==> config.mk <==
export PLATFORM = sky130hd
export DESIGN_NAME = reg_unlock_gate
export DESIGN_NICKNAME = d
export VERILOG_FILES = /design/src/rtl/reg_unlock_gate_pkg.sv /design/src/rtl/key_detect.sv /design/src/rtl/unlock_timer.sv /design/src/rtl/perm_decode.sv /design/src/rtl/reg_unlock_gate.sv
export SDC_FILE = /design/constraint.sdc
export NUM_CORES = 1
export LEC_CHECK = 0
export ABC_CLOCK_PERIOD_IN_PS = 4930
export BUFFER_PORTS_ARGS = -buffer_cell sky130_fd_sc_hd__buf_4
export CAP_MARGIN = 30
export CELL_PAD_IN_SITES_DETAIL_PLACEMENT = 1
export CELL_PAD_IN_SITES_GLOBAL_PLACEMENT = 1
export CORE_MARGIN = 2
export CORE_UTILIZATION = 26
export CTS_CLUSTER_SIZE = 20
export DETAILED_ROUTE_END_ITERATION = 6
export GPL_TIMING_DRIVEN = 0
export HOLD_SLACK_MARGIN = 0.06
export PLACE_DENSITY = 0.95
export SLEW_MARGIN = 20
export SYNTH_ARGS = -nofsm -noshare
export SYNTH_HDL_FRONTEND = slang
export SYNTH_HIERARCHICAL = 1
export SYNTH_SLANG_ARGS = --single-unit
export TNS_END_PERCENT = 30
==> constraint.sdc <==
create_clock -name clk_i -period 4.93 [get_ports clk_i]
set_input_delay 0 -clock clk_i [delete_from_list [all_inputs] [get_ports clk_i]]
set_output_delay 0 -clock clk_i [all_outputs]
set_load 0.01 [all_outputs]
==> src/rtl/reg_unlock_gate_pkg.sv <==
package reg_unlock_gate_pkg;
  typedef enum logic [1:0] {
    ACC_RW       = 2'd0,
    ACC_RO       = 2'd1,
    ACC_NA       = 2'd2,
    ACC_FIXED_RO = 2'd3
  } acc_cls_e;

  localparam logic [15:0] UNLOCK_KEY = 16'hA965;
  localparam int EN_IDX     = 1;
  localparam int LEAP_IDX   = 11;
  localparam int SPARE_BASE = 16;
  localparam int TAIL_REGS  = 4;
  localparam int FLAG_BIT   = 16;

  // Class of each register when the gate is locked
  function automatic acc_cls_e reg_class(input int idx);
    acc_cls_e c;
    case (idx)
      0, 1, 5, 12, 13: c = ACC_RW;
      3, 4, 6, 9, 10:  c = ACC_RO;
      LEAP_IDX:        c = ACC_FIXED_RO;
      default:         c = ACC_NA;
    endcase
    return c;
  endfunction
endpackage

==> src/rtl/key_detect.sv <==
module key_detect
  import reg_unlock_gate_pkg::*;
#(
  parameter int AW = 6,
  parameter int DW = 32
) (
  input  logic          wr_i,
  input  logic [AW-1:0] addr_i,
  input  logic [DW-1:0] wdata_i,
  output logic          key_hit_o
);
  always_comb begin
    key_hit_o = wr_i && (addr_i == AW'(EN_IDX)) && (wdata_i[15:0] == UNLOCK_KEY);
  end
endmodule

==> src/rtl/unlock_timer.sv <==
module unlock_timer #(
  parameter int WINDOW = 1024
) (
  input  logic clk_i,
  input  logic rst_ni,
  input  logic key_hit_i,
  input  logic tick_i,
  output logic flag_o
);
  localparam int CW = $clog2(WINDOW + 1);

  logic          flag_q;
  logic [CW-1:0] cnt_q;

  always_ff @(posedge clk_i or negedge rst_ni) begin
    if (!rst_ni) begin
      flag_q <= 1'b0;
      cnt_q  <= '0;
    end else if (key_hit_i) begin
      // key wins over a coincident tick: full reload
      flag_q <= 1'b1;
      cnt_q  <= CW'(WINDOW);
    end else if (flag_q && tick_i) begin
      cnt_q <= cnt_q - 1'b1;
      if (cnt_q == CW'(1)) flag_q <= 1'b0;
    end
  end

  assign flag_o = flag_q;
endmodule

==> src/rtl/perm_decode.sv <==
module perm_decode
  import reg_unlock_gate_pkg::*;
#(
  parameter int NREG = 40,
  parameter int AW   = 6,
  parameter int DW   = 32
) (
  input  logic            unlocked_i,
  input  logic            wr_i,
  input  logic [AW-1:0]   addr_i,
  output logic [NREG-1:0] wr_en_o,
  output logic [DW-1:0]   rd_mask_o
);
  logic [NREG-1:0] rd_ok;

  for (genvar i = 0; i < NREG; i++) begin : g_reg
    localparam acc_cls_e CLS = reg_class(i);
    logic hit, can_wr, can_rd;
    always_comb begin
      hit    = (addr_i == AW'(i));
      can_wr = (CLS == ACC_RW) || ((CLS != ACC_FIXED_RO) && unlocked_i);
      can_rd = (CLS != ACC_NA) || unlocked_i;
    end
    assign wr_en_o[i] = wr_i && hit && can_wr;
    assign rd_ok[i]   = hit && can_rd;
  end

  assign rd_mask_o = (|rd_ok) ? {DW{1'b1}} : '0;
endmodule

==> src/rtl/reg_unlock_gate.sv <==
module reg_unlock_gate
  import reg_unlock_gate_pkg::*;
#(
  parameter int NSPARE = 20,
  parameter int DW     = 32,
  parameter int WINDOW = 1024,
  localparam int NREG  = SPARE_BASE + NSPARE + TAIL_REGS,
  localparam int AW    = $clog2(NREG)
) (
  input  logic            clk_i,
  input  logic            rst_ni,
  input  logic            slow_tick_i,
  input  logic            bus_wr_i,
  input  logic [AW-1:0]   bus_addr_i,
  input  logic [DW-1:0]   bus_wdata_i,
  output logic [NREG-1:0] wr_en_o,
  output logic [DW-1:0]   rd_mask_o,
  output logic [DW-1:0]   en_rdata_o,
  output logic            unlocked_o
);
  logic key_hit;
  logic flag;

  key_detect #(.AW(AW), .DW(DW)) u_key (
    .wr_i      (bus_wr_i),
    .addr_i    (bus_addr_i),
    .wdata_i   (bus_wdata_i),
    .key_hit_o (key_hit)
  );

  unlock_timer #(.WINDOW(WINDOW)) u_timer (
    .clk_i     (clk_i),
    .rst_ni    (rst_ni),
    .key_hit_i (key_hit),
    .tick_i    (slow_tick_i),
    .flag_o    (flag)
  );

  perm_decode #(.NREG(NREG), .AW(AW), .DW(DW)) u_perm (
    .unlocked_i (flag),
    .wr_i       (bus_wr_i),
    .addr_i     (bus_addr_i),
    .wr_en_o    (wr_en_o),
    .rd_mask_o  (rd_mask_o)
  );

  always_comb begin
    en_rdata_o           = '0;
    en_rdata_o[FLAG_BIT] = flag;
  end

  assign unlocked_o = flag;
endmodule

# Yosys cells after proc, flatten, opt, wreduce, memory -nomap -nowiden
# Index checks and enable logic that the tools add are counted.
dict set report word_totals {
  reg_bits 12
  inputBits 42
  out_inout_bits 105
  elab_cells 159
}
dict set report classes {
  add_sub_neg 1
  n_eq_ne 41
  n_mux 6
  reduce_logical 109
}
# op count
set op_table {}
lappend op_table {{logical AND 1 bit} 104}
lappend op_table {{equality test 6 x 5 -> 1 bit (second input constant)} 16}
lappend op_table {{equality test 6 x 4 -> 1 bit (second input constant)} 8}
lappend op_table {{equality test 6 bit (second input constant)} 8}
lappend op_table {{OR reduction 40 bit} 1}
lappend op_table {{2-to-1 mux 32 bit} 1}
lappend op_table {{equality test 6 x 3 -> 1 bit (second input constant)} 4}
lappend op_table {{2-to-1 mux 11 bit} 2}
lappend op_table {{equality test 16 bit (second input constant)} 1}
lappend op_table {{equality test 6 x 2 -> 1 bit (second input constant)} 2}
lappend op_table {{equality test 11 x 1 -> 1 bit (second input constant)} 1}
lappend op_table {{subtractor 11 x 1 -> 11 bit (second input constant)} 1}
lappend op_table {{equality test 6 x 1 -> 1 bit (second input constant)} 1}
lappend op_table {{logical NOT 6 bit} 1}
lappend op_table {{nonzero test 2 bit} 2}
lappend op_table {{2-to-1 mux 1 bit} 3}
lappend op_table {{AND reduction 2 bit} 1}

# Logic depth before layout (Yosys ltp)
dict set report depth {
  ltp_word 5
  depth_mapped 6
  mapped_depth_nobuf 5
}

# Cells and area by module
# The synthesis kept the hierarchy.
# mod n_inst cells_per_inst area_each_um2 seq_area_each_um2
set by_module_without_submodules {}
lappend by_module_without_submodules {perm_decode 1 118 693.2 0.0}
lappend by_module_without_submodules {unlock_timer 1 59 613.1 300.3}
lappend by_module_without_submodules {reg_unlock_gate 1 33 244.0 0.0}
lappend by_module_without_submodules {key_detect 1 8 71.3 0.0}

# Worst setup path after synthesis
# No wires, ideal clock.
dict set report synth_timing {
  kind {register to output}
  startpoint {reg u_timer.flag_q, in the netlist u_timer/flag_o}
  endpoint {out rd_mask_o[10]}
  t_arrival_ns 2.590
  required_time_ns 4.930
  path_slack_ns 2.340
  stages_incl_launch_ff 4
  n_path_buf 1
  path_cell_list {dfrtp_1 -> nor3_1 -> o41ai_2 -> buf_4}
}
dict set report synth_via {
  elab_chain_cells 3
  elab_cells_between_ends 31
  classes_between {mux: 1; reduce/logical: 30}
}
# item line
set synth_rtl {}
lappend synth_rtl {{start: declaration} unlock_timer.sv:12} ;# logic flag_q;
lappend synth_rtl {{start signal: assignment} unlock_timer.sv:17} ;# flag_q <= 1'b0;
lappend synth_rtl {{start signal: assignment} unlock_timer.sv:21} ;# flag_q <= 1'b1;
lappend synth_rtl {{start signal: assignment} unlock_timer.sv:25} ;# if (cnt_q == CW'(1)) flag_q <= 1'b0;
lappend synth_rtl {{logical AND 1 bit} perm_decode.sv:25} ;# assign rd_ok[i] = hit && can_rd;
lappend synth_rtl {{OR reduction 40 bit *} perm_decode.sv:28} ;# assign rd_mask_o = (|rd_ok) ? {DW{1'b1}} : '0;
lappend synth_rtl {{2-to-1 mux 32 bit *} perm_decode.sv:28}
lappend synth_rtl {{end: declaration} reg_unlock_gate.sv:17} ;# output logic [DW-1:0] rd_mask_o,
# Mark *: on every way between the ends. The rest lies on a longest branch, timed or not.

# Worst setup path after layout
dict set report layout_timing {
  startpoint {reg u_timer.flag_q, in the netlist u_timer/flag_o}
  endpoint {out rd_mask_o[4]}
}
# The elaborated chain is that of the path after synthesis.

==> run metrics <==
Worst Setup Slack, final=2.60 ns; Clock Path Buffers=2; Die W=83.0 um; Core Util, Final=0.444; DRT Pass-1 Iters=4; slowest CP cell=o41ai_4; Post-layout nets=398; crit share post-route=0.472; FP Rows=28; Clock Sinks=12; final hold vios=0; post-route ant nets=0; TNS Setup=0 ns; CP Cell Sequence=nor3_1 -> o41ai_4 -> buf_6 -> buf_4 -> buf_4; Yosys warning count=6; # port buffers=98; drt total wl=5680 um; P&R area growth vs syn=64.1%; leak pwr=1.42 nW; Critical Path Source Type=flip-flop; Worst-Margin Slew=0.832 ns; Post-CTS Resized=0; most used cell, CP=buf_4; CORE AREA=5990 um^2; vias=1871; number of global-route vias before repair=1931; worst path bufs/invs=3; CTS tree=done; Largest delay share family, worst path=compound AO/OA/AOI/OAI gates; layout cells sized above 1=0.513; Die Area=6880 um^2; kind of end point of the critical path=output pin; max-cap violation count=0; register area share after synthesis=0.185; Starting Density=0.271; drt via density=4.37; I/O Pins=147; GRT Residual Overflow=0; Mapped Cells=218; Slew Limit Headroom=0.443; Synth cell types=43; 1st-iter DRT viols=58; fin crit period=2.33 ns; status=finished clean; Layout Skew=0.00194 ns; Arr. time, crit path=2.33 ns; final slew viol count=0; CP Class=flip-flop to output pin; Yosys reg bits=12; number of remaining DRC errors=0; count of final setup violators=0; slowest cell delay on critical path=0.81 ns; Ant. Diodes=0; Die Span Y=83.0 um; CP max FO=17; FILL cells=787; Avg Inst Size Synth=7.44 um^2; data required time of the worst path=4.93 ns; DP HPWL=4680 um; largest net degree at the start of global routing=18; routability cong.=0.792; HP Class=input pin to async pin; pre-CTS WS=2.83 ns; Pwr Density=136 nW/um^2; Power Total=0.363 mW; antenna violations before repair=0; number of buffers added for setup after CTS=0; Clock Latency Late Sink=0.24 ns; routed length per placed instance=13.3 um; first-pass GRT wire length=9030 um; Root Driver=clkbuf_8; Synth Cell Area=1620 um^2; CTS HTree Levels=1; CTS Buf Count=3; GR Util All Layers=0.155; RSZ-0062 raised after global routing=no; Max VDD drop=0.0742 mV; Fmax achieved=430 MHz; Worst-path clk slew=0.05 ns
-- synthesized netlist by cell type, drive strengths merged --
cell     instances  area, um^2
a211o            1        8.76
a21oi           10        50.1
a311oi           1        8.76
a31oi            1        6.26
and3             1        6.26
buf             69         524
clkbuf           3        11.3
conb             2        7.51
dfrtp           12         300
ha               2        25.0
inv              3        11.3
mux2i            1        10.0
nand2            9        33.8
nand2b           6        37.5
nand3            6        35.0
nand4b           2        17.5
nand4bb          1        11.3
nor2            32         120
nor2b            6        40.0
nor3            14        70.1
nor4             2        18.8
nor4b            2        17.5
nor4bb           1        10.0
o21ai            4        20.0
o31ai            4        30.0
o32a             1        10.0
o41ai            2        25.0
or2              5        33.8
or3              6        41.3
or4              4        31.3
or4b             2        20.0
or4bb            1        11.3
xnor2            1        8.76
xor2             1        8.76
-- stage by stage --
stage | hold WS, ns | instance area, um^2 | instances
after floorplan | -0.296 | 1730 | 248
after global placement | -0.152 | 2560 | 421
after detailed placement | -0.150 | 2590 | 422
after CTS | 0.130 | 2660 | 428
after global routing | 0.148 | 2660 | 428
final | 0.128 | 2660 | 428
-- routing by layer --
metal  global-route usage  up-vias  routed length [um]
li1                     -      917                   -
met5                    0        -                   0
met2                0.309       61                3150
met4               0.0537        0                 116
met1                0.162      881                2160
met3               0.0219       12                 258
-- worst register-to-register path: stages, from the launching register on --
cell     delay, ns
dfrtp_1       0.42
or4_1         0.50
buf_2         0.18
or4b_1        0.52
a21oi_1       0.16
-- final cells by class --
class	instances	area (um^2)	area share
Sequential cell	12	300	0.113
Buffer	72	536	0.201
Tap cell	75	93.8	0.0353
Clock buffer	4	55.1	0.0207
Multi-Input combinational cell	161	898	0.338
Inverter	3	11.3	0.00423
Timing Repair Buffer	101	767	0.288
-- logic make-up after synthesis --
family          share of synthesized area
compound gates                     0.0980
xor+xnor                           0.0108
fa+ha+maj                          0.0154
buf+inv                             0.337
flops                               0.185
mux                               0.00617
other cells                       0.00463
simple gates                        0.343
-- final timing paths --
kind | from | end | slack, ns | cells past startpoint
max reg2reg | u_timer/cnt_q[3]$_DFFE_PN0P_ | u_timer/cnt_q[8]$_DFFE_PN0P_ | 3.06 | 4
min reg2reg | u_timer/cnt_q[8]$_DFFE_PN0P_ | u_timer/cnt_q[8]$_DFFE_PN0P_ | 0.57 | 2
max | u_timer/flag_o$_DFFE_PN0P_ | rd_mask_o[4] | 2.60 | 5
min | rst_ni | u_timer/cnt_q[5]$_DFFE_PN0P_ | 0.13 | 2
min in group clk_i | bus_wdata_i[4] | u_timer/flag_o$_DFFE_PN0P_ | 0.18 | 4
max in group asynchronous | rst_ni | u_timer/flag_o$_DFFE_PN0P_ | 4.65 | 2
-- placed cells by master, fill, tap and decap left out, types with 3 or more instances in the layout --
cell / count
or3_2: 3
o21ai_0: 4
o31ai_1: 4
inv_1: 3
dfrtp_1: 12
nand2_1: 9
nor3_1: 14
nor2_1: 32
clkbuf_8: 4
nand3_1: 5
nor2b_1: 5
nand2b_1: 6
buf_4: 162
or4_1: 3
clkbuf_1: 3
or3_1: 3
a21oi_1: 10
buf_6: 4
conb_1: 32
or2_1: 4
-- what timing repair did --
action / 4_1_cts / 5_1_grt
endpoints found under the setup margin: 0 / 0
endpoints found under the hold margin: 13 / 0
hold buffers: 2 / 0
-- state kept, by name, summed over array words and instances, names as in the netlist --
signal,count
u_timer/cnt_q,11
u_timer/flag_o,1
-- report_power, final --
| group | leakage (nW) | switching (mW) | internal, mW |
|---|---|---|---|
| clock network | 0.0288 | 0.0377 | 0.0706 |
| logic | 1.23 | 0.0682 | 0.0877 |
| registers | 0.163 | 0.000000358 | 0.0986 |
| total | 1.42 | 0.106 | 0.257 |
Note: power is estimated with default switching activity, not from simulation.
